[src/rtl/ofc_pkg.sv]
package ofc_pkg;
  localparam int unsigned WAYS   = 2;
  localparam int unsigned FIELDS = 4;

  typedef enum logic [1:0] {
    ST_IDLE = 2'd0,
    ST_LOOK = 2'd1,
    ST_MEM  = 2'd2
  } ofc_state_e;
endpackage

[src/rtl/ofc_tag_match.sv]
module ofc_tag_match #(
  parameter int unsigned REF_W = 16,
  parameter int unsigned WAYS  = 2
) (
  input  logic [WAYS*REF_W-1:0] tags_i,
  input  logic [WAYS-1:0]       present_i,
  input  logic [REF_W-1:0]      ref_i,
  output logic [WAYS-1:0]       match_o
);
  for (genvar w = 0; w < WAYS; w++) begin : g_way
    assign match_o[w] = present_i[w] && (tags_i[w*REF_W +: REF_W] == ref_i);
  end
endmodule

[src/rtl/ofc_hit_enc.sv]
module ofc_hit_enc #(
  parameter int unsigned N = 2,
  parameter int unsigned W = (N > 1) ? $clog2(N) : 1
) (
  input  logic [N-1:0] vec_i,
  output logic [W-1:0] idx_o
);
  always_comb begin
    idx_o = '0;
    for (int i = 0; i < N; i++) begin
      if (vec_i[i]) idx_o = idx_o | W'(i);
    end
  end
endmodule

[src/rtl/obj_field_cache.sv]
module obj_field_cache
  import ofc_pkg::*;
#(
  parameter int unsigned REF_W  = 16,
  parameter int unsigned IDX_W  = 8,
  parameter int unsigned DATA_W = 32,
  parameter int unsigned SET_W  = 2
) (
  input  logic              clk_i,
  input  logic              rst_ni,
  input  logic              req_valid_i,
  input  logic              req_we_i,
  input  logic [REF_W-1:0]  req_ref_i,
  input  logic [IDX_W-1:0]  req_idx_i,
  input  logic [DATA_W-1:0] req_wdata_i,
  output logic              ready_o,
  output logic              done_o,
  output logic [DATA_W-1:0] rdata_o,
  output logic              mem_req_o,
  output logic              mem_we_o,
  output logic [REF_W-1:0]  mem_ref_o,
  output logic [IDX_W-1:0]  mem_idx_o,
  output logic [DATA_W-1:0] mem_wdata_o,
  input  logic              mem_ack_i,
  input  logic [DATA_W-1:0] mem_rdata_i
);
  localparam int unsigned SETS  = 1 << SET_W;
  localparam int unsigned FLD_W = $clog2(FIELDS);
  localparam int unsigned WAY_W = $clog2(WAYS);
  localparam int unsigned AW    = SET_W + WAY_W + FLD_W;
  localparam int unsigned DEPTH = 1 << AW;

  ofc_state_e state_q;
  logic              we_q, done_q;
  logic [REF_W-1:0]  ref_q;
  logic [IDX_W-1:0]  idx_q;
  logic [DATA_W-1:0] wdata_q, rdata_q;

  logic [REF_W-1:0]  tag_q [SETS][WAYS];
  logic [FIELDS-1:0] fv_q  [SETS][WAYS];
  logic [WAY_W-1:0]  lru_q [SETS];
  logic [DATA_W-1:0] data_q [DEPTH];

  logic [SET_W-1:0]       set_s;
  logic [FLD_W-1:0]       fld_s;
  logic                   cacheable;
  logic [WAYS*REF_W-1:0]  way_tags;
  logic [WAYS-1:0]        present, match_vec, fld_ok, hit_vec;
  logic [WAY_W-1:0]       match_way, victim, fill_way;
  logic                   line_hit, hit;

  assign set_s     = ref_q[SET_W-1:0];
  assign fld_s     = idx_q[FLD_W-1:0];
  assign cacheable = (idx_q >> FLD_W) == '0;

  for (genvar w = 0; w < WAYS; w++) begin : g_sel
    assign way_tags[w*REF_W +: REF_W] = tag_q[set_s][w];
    assign present[w] = |fv_q[set_s][w];
    assign fld_ok[w]  = fv_q[set_s][w][fld_s];
  end

  ofc_tag_match #(.REF_W(REF_W), .WAYS(WAYS)) u_match (
    .tags_i   (way_tags),
    .present_i(present),
    .ref_i    (ref_q),
    .match_o  (match_vec)
  );

  ofc_hit_enc #(.N(WAYS), .W(WAY_W)) u_enc (
    .vec_i(match_vec),
    .idx_o(match_way)
  );

  assign hit_vec  = match_vec & fld_ok & {WAYS{cacheable}};
  assign hit      = |hit_vec;
  assign line_hit = |match_vec;

  // empty way first (lowest), else least recently used
  always_comb begin
    victim = lru_q[set_s];
    for (int w = WAYS - 1; w >= 0; w--) begin
      if (!present[w]) victim = WAY_W'(w);
    end
  end
  assign fill_way = line_hit ? match_way : victim;

  // data array write port
  logic              dwe;
  logic [AW-1:0]     dwa;
  logic [DATA_W-1:0] dwd;

  always_comb begin
    dwe = 1'b0;
    dwa = {set_s, fill_way, fld_s};
    dwd = we_q ? wdata_q : mem_rdata_i;
    if (state_q == ST_MEM && mem_ack_i && cacheable)
      dwe = we_q ? line_hit : 1'b1;
  end

  always_ff @(posedge clk_i) begin
    if (dwe) data_q[dwa] <= dwd;
  end

  always_ff @(posedge clk_i or negedge rst_ni) begin
    if (!rst_ni) begin
      state_q <= ST_IDLE;
      we_q    <= 1'b0;
      done_q  <= 1'b0;
      ref_q   <= '0;
      idx_q   <= '0;
      wdata_q <= '0;
      rdata_q <= '0;
      for (int s = 0; s < SETS; s++) begin
        lru_q[s] <= '0;
        for (int w = 0; w < WAYS; w++) begin
          tag_q[s][w] <= '0;
          fv_q[s][w]  <= '0;
        end
      end
    end else begin
      done_q <= 1'b0;
      unique case (state_q)
        ST_IDLE: if (req_valid_i) begin
          we_q    <= req_we_i;
          ref_q   <= req_ref_i;
          idx_q   <= req_idx_i;
          wdata_q <= req_wdata_i;
          state_q <= ST_LOOK;
        end
        ST_LOOK: begin
          if (!we_q && hit) begin
            rdata_q       <= data_q[{set_s, match_way, fld_s}];
            lru_q[set_s]  <= ~match_way;
            done_q        <= 1'b1;
            state_q       <= ST_IDLE;
          end else begin
            state_q <= ST_MEM;
          end
        end
        ST_MEM: if (mem_ack_i) begin
          done_q  <= 1'b1;
          state_q <= ST_IDLE;
          if (!we_q) rdata_q <= mem_rdata_i;
          if (cacheable && (line_hit || !we_q)) begin
            lru_q[set_s] <= ~fill_way;
            if (line_hit) begin
              fv_q[set_s][fill_way][fld_s] <= 1'b1;
            end else begin
              tag_q[set_s][fill_way] <= ref_q;
              fv_q[set_s][fill_way]  <= FIELDS'(1) << fld_s;
            end
          end
        end
        default: state_q <= ST_IDLE;
      endcase
    end
  end

  assign ready_o     = state_q == ST_IDLE;
  assign done_o      = done_q;
  assign rdata_o     = rdata_q;
  assign mem_req_o   = state_q == ST_MEM;
  assign mem_we_o    = we_q;
  assign mem_ref_o   = ref_q;
  assign mem_idx_o   = idx_q;
  assign mem_wdata_o = wdata_q;
endmodule

[config.mk]
export PLATFORM = sky130hd
export DESIGN_NAME = obj_field_cache
export DESIGN_NICKNAME = d
export VERILOG_FILES = /design/src/rtl/ofc_pkg.sv /design/src/rtl/ofc_tag_match.sv /design/src/rtl/ofc_hit_enc.sv /design/src/rtl/obj_field_cache.sv
export SDC_FILE = /design/constraint.sdc
export NUM_CORES = 1
export LEC_CHECK = 0
export BUFFER_PORTS_ARGS = -buffer_cell sky130_fd_sc_hd__buf_4
export CAP_MARGIN = 5
export CORE_ASPECT_RATIO = 0.6
export CORE_MARGIN = 3
export CORE_UTILIZATION = 60
export DETAILED_ROUTE_END_ITERATION = 12
export PLACE_DENSITY = 0.75
export SYNTH_ARGS = -nofsm -noshare
export SYNTH_HDL_FRONTEND = slang
export SYNTH_SLANG_ARGS = --single-unit
[constraint.sdc]
create_clock -name clk_i -period 7.6 [get_ports clk_i]
set_clock_uncertainty 0.05 [all_clocks]
set_input_delay 1.52 -clock clk_i [delete_from_list [all_inputs] [get_ports clk_i]]
set_output_delay 1.52 -clock clk_i [all_outputs]
set_load 0.02 [all_outputs]
==> out/metrics.cfg, run 1 <==
[place]
gp_congestion = 0.9185
dp_hpwl_um = 83130
io_buffers = 184

[grt]
grt_pass1_wl_um = 189600
grt_use_total = 0.3087
antenna_found_initial = 11
grt_max_degree = 175
grt_pass1_vias = 24869
overflow = 0

[yosys]
syn_nets = 2439
ys_seq_area_frac = 0.7326
avgSynthCellArea_um2 = 21.65
yosys.area.top_type = edfxtp_1
syn_area_um2 = 50720
syn_inst = 2343
yosysWarnings = 0
synthTopCellsByArea = edfxtp_1 61%, mux4_2 16%, dfrtp_1 13%, mux2_2 4.5%, mux2_4 0.89%
async_flop_share = 0.2000
synth_cell_types = 50
ys_ff_latch = 1280
synth_edf_count = 1024
synth_ff_type = edfxtp_1
yosysTopAreaCellShare = 0.6063

[worst_setup_path]
endpoint_kind = register
crit_type = reg2reg
cp.buffers_inverters = 1
critPathSlowestCell = nor2_4
path_cells = buf_4 > mux4_2 > nor4_1 > or2_1 > nand2_1 > a21oi_1 > nand3_1 > nor2_4
critPathRequiredTime_ps = 7850
crit_fanout = 34
cp_top_family = simple AND/OR/NAND/NOR gates
critPathArrivalTime_ps = 6120
start_kind = register
slowest_delay_ps = 1060
r2r_setup_slack_ps = 1730

[sta]
fmax_ghz = 0.1704
setup_viol = 0
hold_viol = 0
rsz0062_at_grt = no
fin_setup_tns_ps = 0
tightestPinTransition_ps = 1246
maxSlewHeadroom = 0.1675
period_share = 0.7724
min_period_ps = 5870
drv_slew = 0

[status]
status = finished, final reports clean

[cts]
ctsRootBufferMaster = clkbuf_16
hold_buffers = 0
clk_pin_slew_ps = 70
cts_repair_resize_count = 0
cts_tree = yes
h-tree-depth = 3
cts_made_buffers = 109
cts.path.max_buffers = 3
clock_latency_ps = 710
cts.sinks = 1280
post-cts-setup-buffer-count = 0

[floorplan]
core_area_um2 = 82600
io_pins = 185
die_area_um2 = 88170
die_y_um = 231.2
die_w_um = 381.4
initial_utilization = 0.6141
rows = 81

[route]
routed_wl_um = 133000
viasPerCell = 6.814
ant_nets = 0
detail_route.wl_per_cell_um = 35.61
vias = 25450
drt_pass1_iterations = 7
drt_iter0_markers = 3650
drc_errors = 0

[final_layout]
final_nets = 2612
layout-drive-gt1-share = 0.3880
final_util = 0.6901
area_growth_syn_to_layout_pct = 12.38

[power]
irDropWorstVdd_mv = 0.4304
p_leak_uw = 0.01947
power_density_nw_per_um2 = 397.3

[hold_path]
min_path_type = reg2reg

[run]
max_cap_violations = 0

-- logic make-up after synthesis --
family / after synthesis / share of synthesized area
buffers and inverters: 153 / 0.01337
AOI/OAI and AO/OA: 83 / 0.01157
adders and majority gates: 3 / 0.0007401
and+or+nand+nor: 161 / 0.01564
muxes: 632 / 0.2208
xor gates and xnor gates: 31 / 0.005353
DFF: 1280 / 0.7326
-- power by group --
group	internal, uW	switching, uW
sequential	8760	577
combinational	2910	4700
clock	3160	2530
-- path summary, 6_finish.rpt --
| path | from | end | cells past startpoint |
|---|---|---|---|
| max | mem_ref_o[0]$_DFFE_PN0P_ | data_q[27][10]$_DFFE_PP_ | 8 |
| min | tag_q[17]$_DFFE_PN0P_ | tag_q[17]$_DFFE_PN0P_ | 1 |
| max reg2reg | mem_ref_o[0]$_DFFE_PN0P_ | data_q[27][10]$_DFFE_PP_ | 8 |
| min reg2reg | tag_q[17]$_DFFE_PN0P_ | tag_q[17]$_DFFE_PN0P_ | 1 |
| max in group asynchronous | rst_ni | rdata_o[4]$_DFFE_PN0P_ | 2 |
| min in group asynchronous | rst_ni | mem_ref_o[11]$_DFFE_PN0P_ | 1 |
-- cell usage after synthesis, types with 2 or more instances --
library cell	count
a21boi_0	2
a21oi_1	3
a31oi_1	2
and2_1	8
and3_1	2
buf_1	30
buf_12	3
buf_2	26
buf_6	3
clkbuf_1	86
dfrtp_1	256
edfxtp_1	1024
ha_1	3
inv_1	5
mux2_1	5
mux2_2	202
mux2_4	30
mux2i_1	39
mux4_1	2
mux4_2	354
nand2_1	47
nand2b_1	14
nand3_1	6
nand3b_1	4
nand4_1	8
nor2_1	44
nor2b_1	3
nor3_1	6
nor4_1	3
o2111ai_1	2
o21ai_0	39
o2bb2ai_1	28
or2_2	6
or3_1	3
xnor2_1	22
xor2_1	9
-- flip-flops by register name, indices dropped and copies added, names as in the netlist, 2 cells and up --
register / count
data_q: 1024
rdata_o: 32
mem_ref_o: 16
state_q: 2
mem_wdata_o: 32
lru_q: 4
mem_idx_o: 8
tag_q: 128
fv_q: 32
-- metrics by stage --
stage	instance area [um^2]	power (uW)	setup WS, ps	cells	hold WS (ps)
after detailed placement	53360	16920	1775	3525	399.5
final	57000	22650	1730	3735	419.0
after CTS	56990	22570	1747	3731	416.2
after global routing	56990	23290	1321	3731	436.3
after global placement	53360	16720	2049	3525	397.8
after floorplan	50720	13680	3114	2343	375.4
-- cell usage in the layout, fill, tap and decap left out, types with 6 or more instances in the layout --
cell	instances
nor2_1	12
nor2_4	32
nand2_1	46
clkinvlp_4	7
clkbuf_16	112
nand2b_1	14
mux4_2	354
nand4_1	8
o2bb2ai_1	28
bufinv_16	12
mux2_2	202
edfxtp_1	1024
mux2_4	30
clkinv_1	26
or2_2	6
xor2_1	9
dfrtp_1	251
xnor2_1	22
clkinv_2	16
and2_1	8
mux2i_1	39
clkbuf_1	17
o21ai_0	39
buf_4	207
-- layer usage --
| metal | vias to the layer above | global-route usage | routed length [um] |
|---|---|---|---|
| li1 | 9965 | - | - |
| met1 | 13674 | 0.4834 | 53640 |
| met2 | 1670 | 0.4006 | 54200 |
| met3 | 139 | 0.1459 | 22970 |
| met4 | 2 | 0.05591 | 2186 |
| met5 | - | 0 | 19 |
-- area by class of cell --
cell class,count,area (um^2)
Clock inverter,71,681.9
Sequential cell,1280,37170
Fill cell,4925,25600
Multi-Input combinational cell,910,13160
Timing Repair Buffer,210,1609
Clock buffer,135,2943
Tap cell,1120,1401
Inverter,5,18.77
Antenna cell,4,10.01
Power figures use the tool's default switching activity.
==> run 2: changes to the inputs <==
- clock period: 7.6 -> 5.6 ns (I/O delays scaled with it)
==> run 2 against run 1 <==
Compared with the run above:
- power up 31%
- critical path type unchanged
- maximum frequency up 19%
- global-route usage down 2.2 points
- setup slack worse by 1000 ps
- highest routed layer is now met4
- first-iteration DRC count down 6.4%
==> out/metrics.cfg, run 2 (synthesis results as in run 1) <==
[status]
status = finished, final reports clean

[final_layout]
area_growth_syn_to_layout_pct = 13.39
final_common_cell = edfxtp_1
final_util = 0.6963
top_register = data_q
final_nets = 2655
reg.largest.list = data_q x1024, tag_q x128
largest_reg_flops = 1024
layout-drive-gt1-share = 0.3995
final_cell_mix = 1024 x edfxtp_1, 354 x mux4_2, 251 x dfrtp_1
antenna_cells = 0

[place]
io_buffers = 184
dp_hpwl_um = 71520
gp_congestion = 0.8903

[power]
p_leak_uw = 0.01978
irDropWorstVdd_mv = 0.3013
power_density_nw_per_um2 = 517.6

[floorplan]
rows = 81
io_pins = 185
core_area_um2 = 82600
die_w_um = 381.4
die_area_um2 = 88170
die_y_um = 231.2
initial_utilization = 0.6141

[worst_setup_path]
crit_fanout = 65
critPathArrivalTime_ps = 5200
critPathRequiredTime_ps = 5880
r2r-end = data_q[12][4]$_DFFE_PP_
reg2reg_from = mem_ref_o[1]$_DFFE_PN0P_
startpoint = mem_ref_o[1]$_DFFE_PN0P_
crit_type = reg2reg
start_kind = register
reg2reg_depth = 10
r2r_setup_slack_ps = 680
endpoint_kind = register

[cts]
hold_buffers = 0
clk_pin_slew_ps = 60
ctsRootBufferMaster = clkbuf_16
cts_tree = yes
cts_repair_resize_count = 0
post-cts-setup-buffer-count = 0
cts.path.max_buffers = 3
cts.sinks = 1280
cts_made_buffers = 111
h-tree-depth = 3
clock_latency_ps = 710

[sta]
maxSlewHeadroom = 0.2847
fin_setup_tns_ps = 0
period_share = 0.8784
min_period_ps = 4919
hold_viol = 0
rsz0062_at_grt = no
drv_slew = 0
setup_viol = 0
whs_ps = 402.8
tightestPinTransition_ps = 1073
fmax_ghz = 0.2033

[grt]
grt_max_degree = 134
grt_pass1_wl_um = 183000
antenna_found_initial = 1
overflow = 0
grt_pass1_vias = 25980
grt_use_total = 0.2869

[route]
routed_wl_um = 123000
ant_nets = 0
detail_route.wl_per_cell_um = 32.56
viasPerCell = 6.714
drc_errors = 0
drt_iter0_markers = 3415
drt_pass1_iterations = 7
vias = 25353

[run]
max_cap_violations = 0

[hold_path]
min_path_type = in2async

## run 2: cell type report
cell class,instances,area (um^2)
inverter,5,18.77
fill,4828,25090
multi-input combinational,910,13160
sequential,1280,37170
timing repair buffer,251,2017
clock buffer,133,2925
tap,1120,1401
clock inverter,77,817.0
## run 2: where the power goes
part / total (uW) / internal (uW) / leakage [uW] / switching [uW]
combinational: 9080 / 3990 / 0.00540 / 5090
sequential: 12800 / 11900 / 0.0126 / 928
clock: 7880 / 4440 / 0.00182 / 3450
## run 2: worst max-delay path, cell delays in order (launching register included)
cell and delay [ps]:
dfrtp_4 1080, buf_4 430, mux4_1 430, xor2_1 210
a2111oi_4 250, o211ai_2 170, nor3_2 390, a31oi_1 200
nand2b_1 530, nor2_4 210, buf_4 550
## run 2: stage by stage
step           total power [uW]  area [um^2]  cells  setup slack, ps
2_1_floorplan             18570        50720   2343             1114
3_3_place_gp              21810        53770   3566            987.7
3_5_place_dp              22110        53770   3566            812.5
4_1_cts                   29980        57510   3776            727.5
5_1_grt                   30820        57510   3776            456.1
6_report                  29770        57510   3776            681.1
## run 2: metal layers
metal	global-route usage	part of all wire	up-vias
li1	-	-	10058
met1	0.4435	0.40	13505
met5	0	0	-
met4	0.06161	0.018	0
met3	0.06395	0.11	170
met2	0.4298	0.47	1620
## run 2: worst max-delay path by stage
stage,end,slack (ps),cells past startpoint
CTS,data_q[12][4]$_DFFE_PP_,730,9
detailed placement,data_q[1][16]$_DFFE_PP_,810,9
global placement,data_q[1][27]$_DFFE_PP_,990,9
global route,data_q[1][25]$_DFFE_PP_,460,9
floorplan,data_q[20][0]$_DFFE_PP_,1110,11
finish,data_q[12][4]$_DFFE_PP_,680,10
